**config.mk**
```make
export PLATFORM = sky130hd
export DESIGN_NAME = sctl_exc_unit
export DESIGN_NICKNAME = d
export VERILOG_FILES = /design/src/rtl/sctl_pkg.sv /design/src/rtl/sctl_timer.sv /design/src/rtl/sctl_irq_gate.sv /design/src/rtl/sctl_exc_unit.sv
export SDC_FILE = /design/constraint.sdc
export NUM_CORES = 1
export LEC_CHECK = 0
export ABC_AREA = 1
export CELL_PAD_IN_SITES_DETAIL_PLACEMENT = 1
export CELL_PAD_IN_SITES_GLOBAL_PLACEMENT = 1
export CORE_UTILIZATION = 38
export DETAILED_ROUTE_END_ITERATION = 7
export GPL_TIMING_DRIVEN = 0
export PLACE_DENSITY = 0.94
export SYNTH_ARGS = -nofsm -noshare
export SYNTH_HDL_FRONTEND = slang
export SYNTH_SLANG_ARGS = --single-unit
```
**constraint.sdc**
```tcl
create_clock -name clk -period 4.8 [get_ports clk]
set_input_delay 0.48 -clock clk [delete_from_list [all_inputs] [get_ports clk]]
set_output_delay 0.48 -clock clk [all_outputs]
set_load 0.03 [all_outputs]
```
**src/rtl/sctl_pkg.sv**
```systemverilog
package sctl_pkg;
  localparam int unsigned XW = 32;
  localparam logic [XW-1:0] TRAP_VECTOR = 32'h8000_0180;

  localparam logic [4:0] SEL_FAULT  = 5'd8;
  localparam logic [4:0] SEL_TICK   = 5'd9;
  localparam logic [4:0] SEL_MATCH  = 5'd11;
  localparam logic [4:0] SEL_MODE   = 5'd12;
  localparam logic [4:0] SEL_REASON = 5'd13;
  localparam logic [4:0] SEL_RESUME = 5'd14;

  // mask 15:8, user 4, exception level 1, enable 0
  localparam logic [XW-1:0] MODE_KEEP = 32'h0000_FF13;
  localparam int unsigned MODE_EXL = 1;
  localparam int unsigned MODE_IE  = 0;

  function automatic logic is_addr_fault(input logic [4:0] code);
    return (code == 5'd4) || (code == 5'd5);
  endfunction

  function automatic logic [XW-1:0] resume_of(input logic [XW-1:0] pc, input logic slot);
    return slot ? (pc - 32'd4) : pc;
  endfunction
endpackage

```
**src/rtl/sctl_timer.sv**
```systemverilog
module sctl_timer #(
  parameter int unsigned W = 32
) (
  input  logic         clk,
  input  logic         rst_n,
  input  logic         tick_wr,
  input  logic         match_wr,
  input  logic [W-1:0] wdata,
  output logic [W-1:0] tick_q,
  output logic [W-1:0] match_q,
  output logic         fire
);
  logic hit;
  assign hit = (tick_q == match_q);

  always_ff @(posedge clk) begin
    if (!rst_n) begin
      tick_q  <= '0;
      match_q <= '1;
      fire    <= 1'b0;
    end else begin
      tick_q <= tick_wr ? wdata : tick_q + 1'b1;
      if (match_wr) match_q <= wdata;
      if (match_wr)      fire <= 1'b0;
      else if (hit)      fire <= 1'b1;
    end
  end

  p_tick_step_r10: assert property (@(posedge clk) disable iff (!rst_n)
    !tick_wr |=> tick_q == $past(tick_q) + 1'b1);
  p_fire_clear_r11: assert property (@(posedge clk) disable iff (!rst_n)
    match_wr |=> !fire);
endmodule

```
**src/rtl/sctl_irq_gate.sv**
```systemverilog
module sctl_irq_gate #(
  parameter int unsigned HW = 6,
  localparam int unsigned PW = HW + 2
) (
  input  logic          clk,
  input  logic          rst_n,
  input  logic [HW-1:0] hw_irq,
  input  logic          timer_fire,
  input  logic [1:0]    sw_pend,
  input  logic [PW-1:0] mask,
  input  logic          ie,
  input  logic          exl,
  output logic [PW-1:0] pend,
  output logic          take
);
  logic [HW-1:0] line_q;

  always_ff @(posedge clk) begin
    if (!rst_n) line_q <= '0;
    else        line_q <= hw_irq;
  end

  assign pend[1:0] = sw_pend;
  for (genvar k = 0; k < HW; k++) begin : g_lvl
    if (k == HW - 1) begin : g_top
      assign pend[2+k] = line_q[k] | timer_fire;
    end else begin : g_plain
      assign pend[2+k] = line_q[k];
    end
  end

  assign take = ie && !exl && (|(pend & mask));

  p_line_follow_r6: assert property (@(posedge clk) disable iff (!rst_n)
    hw_irq[0] |=> pend[2]);
endmodule

```
**src/rtl/sctl_exc_unit.sv**
```systemverilog
module sctl_exc_unit #(
  parameter int unsigned HW = 6
) (
  input  logic        clk,
  input  logic        rst_n,
  input  logic        exc_req,
  input  logic [4:0]  exc_code,
  input  logic [31:0] exc_pc,
  input  logic        exc_in_slot,
  input  logic [31:0] exc_bad_addr,
  input  logic [31:0] next_pc,
  input  logic [5:0]  hw_irq,
  input  logic        reg_wr,
  input  logic [4:0]  reg_sel,
  input  logic [31:0] reg_wdata,
  output logic [31:0] reg_rdata,
  input  logic        eret,
  output logic        redirect,
  output logic [31:0] redirect_pc
);
  import sctl_pkg::*;
  localparam int unsigned PW = HW + 2;

  logic [31:0]   mode_q, resume_q, fault_q, tick_q, match_q;
  logic          slot_q;
  logic [4:0]    code_q;
  logic [1:0]    swp_q;
  logic [PW-1:0] pend;
  logic          timer_fire, irq_ok;

  // named events
  logic take_exc, take_irq, take_ret, wr_ok, exl;
  assign exl      = mode_q[MODE_EXL];
  assign take_exc = exc_req;
  assign take_ret = eret && !exc_req;
  assign take_irq = irq_ok && !exc_req && !eret;
  assign wr_ok    = reg_wr && !take_exc && !take_irq;

  assign redirect    = take_exc || take_ret || take_irq;
  assign redirect_pc = take_ret ? resume_q : TRAP_VECTOR;

  sctl_timer #(.W(32)) u_timer (
    .clk(clk), .rst_n(rst_n),
    .tick_wr(wr_ok && reg_sel == SEL_TICK),
    .match_wr(wr_ok && reg_sel == SEL_MATCH),
    .wdata(reg_wdata),
    .tick_q(tick_q), .match_q(match_q), .fire(timer_fire)
  );

  sctl_irq_gate #(.HW(HW)) u_gate (
    .clk(clk), .rst_n(rst_n),
    .hw_irq(hw_irq[HW-1:0]), .timer_fire(timer_fire), .sw_pend(swp_q),
    .mask(mode_q[8 +: PW]), .ie(mode_q[MODE_IE]), .exl(exl),
    .pend(pend), .take(irq_ok)
  );

  always_ff @(posedge clk) begin
    if (!rst_n) begin
      mode_q   <= '0;
      resume_q <= '0;
      fault_q  <= '0;
      slot_q   <= 1'b0;
      code_q   <= '0;
      swp_q    <= '0;
    end else if (take_exc) begin
      mode_q[MODE_EXL] <= 1'b1;
      code_q <= exc_code;
      if (!exl) begin
        resume_q <= resume_of(exc_pc, exc_in_slot);
        slot_q   <= exc_in_slot;
      end
      if (is_addr_fault(exc_code)) fault_q <= exc_bad_addr;
    end else if (take_irq) begin
      mode_q[MODE_EXL] <= 1'b1;
      code_q   <= 5'd0;
      resume_q <= next_pc;
      slot_q   <= 1'b0;
    end else begin
      if (take_ret) mode_q[MODE_EXL] <= 1'b0;
      if (wr_ok) begin
        case (reg_sel)
          SEL_MODE:   mode_q   <= reg_wdata & MODE_KEEP;
          SEL_REASON: swp_q    <= reg_wdata[9:8];
          SEL_RESUME: resume_q <= reg_wdata;
          default: ;
        endcase
      end
    end
  end

  always_comb begin
    case (reg_sel)
      SEL_FAULT:  reg_rdata = fault_q;
      SEL_TICK:   reg_rdata = tick_q;
      SEL_MATCH:  reg_rdata = match_q;
      SEL_MODE:   reg_rdata = mode_q;
      SEL_REASON: reg_rdata = {slot_q, 15'd0, pend, 1'b0, code_q, 2'b00};
      SEL_RESUME: reg_rdata = resume_q;
      default:    reg_rdata = '0;
    endcase
  end

  p_vector_r3: assert property (@(posedge clk) disable iff (!rst_n)
    exc_req |-> redirect && redirect_pc == TRAP_VECTOR);
  p_exl_set_r3: assert property (@(posedge clk) disable iff (!rst_n)
    exc_req |=> mode_q[MODE_EXL]);
  p_freeze_r5: assert property (@(posedge clk) disable iff (!rst_n)
    exc_req && mode_q[MODE_EXL] |=> $stable(resume_q) && $stable(slot_q));
  p_blocked_r7: assert property (@(posedge clk) disable iff (!rst_n)
    mode_q[MODE_EXL] && !exc_req && !eret |-> !redirect);
  p_ret_clear_r9: assert property (@(posedge clk) disable iff (!rst_n)
    eret && !exc_req && !reg_wr |=> !mode_q[MODE_EXL]);
  p_fault_hold_r12: assert property (@(posedge clk) disable iff (!rst_n)
    exc_req && !is_addr_fault(exc_code) |=> $stable(fault_q));
endmodule

```
==> flow_summary.json <==
{
  "outcome": "finished clean",
  "wl_per_cell_um": 20.7,
  "path_cells": "clkdlybuf4s50_1 > nor2_1 > nand2_1 > inv_1 > clkbuf_1 > a22oi_1 > o211ai_1 > clkdlybuf4s50_1",
  "vias": 11937,
  "netlist.area_leader.share_pct": 31.5,
  "synth_cell_types": 42,
  "fin_crit_sh_pct": 79.4,
  "crit_buf_inv": 4,
  "wirelength_um": 45000,
  "rows": 58,
  "final.setup.tns_ps": 0,
  "cp_common_cell": "clkdlybuf4s50_1",
  "p_leak_nw": 5.45,
  "yosys-top-cells-area": "dfxtp_1 (31%), nand2_1 (16%), nor2_1 (11%)",
  "rsz0062_at_grt": "false",
  "synth_commonest_cells": "nand2_1 (423), nor2_1 (298), inv_1 (163)",
  "cap_violations": 0,
  "synth-edff-count": 0,
  "syn_avg_cell_area_um2": 6.15,
  "dpl-instance-area_um2": 12300,
  "arrival_ps": 3330,
  "clock_sinks": 154,
  "sw_frac_of_total_pct": 30.0,
  "max_freq_mhz": 262,
  "grt_max_degree": 17,
  "clockBufferDepth": 2,
  "setup_viol": 0,
  "synth_fp_nets": 1745,
  "synthSimpleGateAreaFrac_pct": 40.8,
  "switching_power_mw": 1.00,
  "cpPeakStageDelay_ps": 710,
  "crit_required_ps": 4320,
  "synth_top_cell_by_area": "dfxtp_1",
  "sequentialPowerShare_pct": 40.5,
  "synthCells": 1593,
  "pwr-share-clk_pct": 43.1,
  "cts_hold_repair.buffers": 0,
  "cts_tree": "yes",
  "ys.flop_type": "dfxtp_1",
  "cts_setup_buffers": 0,
  "grt_pass1_vias": 12142,
  "synthXorXnorAreaFrac_pct": 4.11,
  "syn_area_um2": 9800,
  "worst-path-max-fanout": 10,
  "vdd_drop_max_uv": 237,
  "drc": 0,
  "async_reset_ff_share_pct": 0,
  "worst_clock_skew_ps": 13.8,
  "fillers": 3433,
  "power.share.combinational_pct": 16.4,
  "cts-resized-gates": 0,
  "synth_adder_area_share_pct": 0.255,
  "areaGrowthSynthToFinish_pct": 32.2,
  "port_buffers": 213,
  "worst_path_max_delay_cell": "clkdlybuf4s50_1",
  "final_core_util_pct": 51.3,
  "period_needed_ps": 3810,
  "path_delay_family": "buffers and inverters",
  "initial_utilization_pct": 38.8,
  "fin_cells": 2169,
  "cts_buffers": 17,
  "place_ws_ps": 1100,
  "ys_ff_latch": 154,
  "dpl.hpwl_um": 35700,
  "drive_gt1_share_pct": 5.66,
  "grt_overflow": 0,
  "synth_mux_area_share_pct": 0,
  "synth_top_family_by_area": "simple AND/OR/NAND/NOR gates",
  "synth_compound_area_share_pct": 12.8,
  "fin_area_um2": 13000,
  "startpoint_type": "primary input",
  "max_slew_margin_pct": 40.3,
  "clk_pin_slew_ps": 70,
  "dp_cells": 2136,
  "synth_most_common_cell": "nand2_1",
  "first_pass_iters": 5,
  "antenna_left": 0,
  "htreeDepth": 4,
  "hold_violations": 0,
  "die_h_um": 163,
  "crit_path_end_kind": "output pin",
  "cts-root-buf": "clkbuf_16",
  "yosysSeqAreaShare_pct": 31.5,
  "setup_slack_ps": 990,
  "clk-insertion-delay-late_ps": 450,
  "nets": 1977,
  "drt-initial-drc-count": 971,
  "antenna_found_initial": 0,
  "p_int_mw": 2.33,
  "hp-class": "primary input to flop",
  "ios": 215,
  "grt_usage_pct": 34.1,
  "powerDensity_nw_per_um2": 258,
  "routed_via_density": 5.50,
  "grt_pass1_wl_um": 68100,
  "dieWidth_um": 163,
  "maxSlewViolCount": 0,
  "synth_warnings": 0,
  "worstSetupPathType": "primary input to output pin",
  "gp_congestion": 0.981,
  "die_area_um2": 26400,
  "core_area_um2": 25300,
  "tightest_slew_ps": 896
}
power by group through the flow:
stage                     Sequential (mW)  Combinational (mW)  Clock, mW
after floorplan                      1.36               0.250          0
after global placement               1.38               0.519          0
after detailed placement             1.38               0.533          0
after CTS                            1.35               0.538       1.43
after global routing                 1.35               0.584       1.48
final                                1.35               0.547       1.44
logic make-up (layout without fill, tap and decap cells):
group,Yosys count,in the layout
xor+xnor,46,46
other cells,0,1
simple gates,941,941
buf+inv,248,493
flops,154,154
fa+ha+maj,2,2
compound gates,202,202
path summary, 6_finish.rpt:
path,from,end,slack (ps),depth (start not counted)
setup / recovery,reg_sel[0],reg_rdata[16],990,8
hold / removal,exc_req,code_q[2],400,3
setup reg to reg,u_gate.line_q[4],u_timer.tick_q[30],2620,10
hold reg to reg,u_timer.fire,u_timer.fire,470,2
final cells by class:
cell class                      count  area, µm²  share of cell area, %
Multi-Input combinational cell   1191       5680                   43.8
Antenna cell                        1       2.50                 0.0193
Tap cell                          330        413                   3.19
Sequential cell                   154       3080                   23.8
Clock buffer                       18        429                   3.31
Inverter                          168        633                   4.89
Clock inverter                     14        176                   1.36
Buffer                             80        405                   3.13
Timing Repair Buffer              213       2130                   16.5
per-stage QoR:
stage	power (mW)	hold WS (ps)
global placement	1.90	450
detailed placement	1.91	453
global route	3.42	400
floorplan	1.61	437
finish	3.34	398
CTS	3.32	390
placed cells by master, fill, tap and decap left out, types with 18 or more instances in the layout:
cell type / Yosys / layout
a21oi_1: 53 / 53
a22oi_1: 30 / 30
buf_2: 19 / 19
clkbuf_1: 39 / 40
clkdlybuf4s50_1: 0 / 213
dfxtp_1: 154 / 154
inv_1: 163 / 163
nand2_1: 423 / 423
nand3_1: 136 / 136
nand3b_1: 23 / 23
nand4_1: 18 / 18
nor2_1: 298 / 298
o21ai_0: 72 / 72
xnor2_1: 23 / 23
xor2_1: 23 / 23
registers in the layout (all words and copies together) (netlist names):
signal           cells
fault_q             32
resume_q            32
u_timer.match_q     32
u_timer.tick_q      32
mode_q              11
u_gate.line_q        6
code_q               5
swp_q                2
slot_q               1
u_timer.fire         1
per-layer routing:
layer | routed length (µm) | global-route usage [%] | share of wire (%) | up-vias
li1 | - | - | - | 5566
met1 | 18800 | 42.9 | 42 | 5749
met2 | 21300 | 58.0 | 47 | 509
met3 | 3320 | 5.37 | 7.4 | 113
met4 | 1550 | 13.6 | 3.5 | 0
met5 | 0 | 0 | 0 | -
tightest hold or removal path, stage by stage:
cell and delay (ps):
buf_6 130, nand2_1 110, a21oi_1 80
No activity file was read; power rests on OpenSTA's default activity.
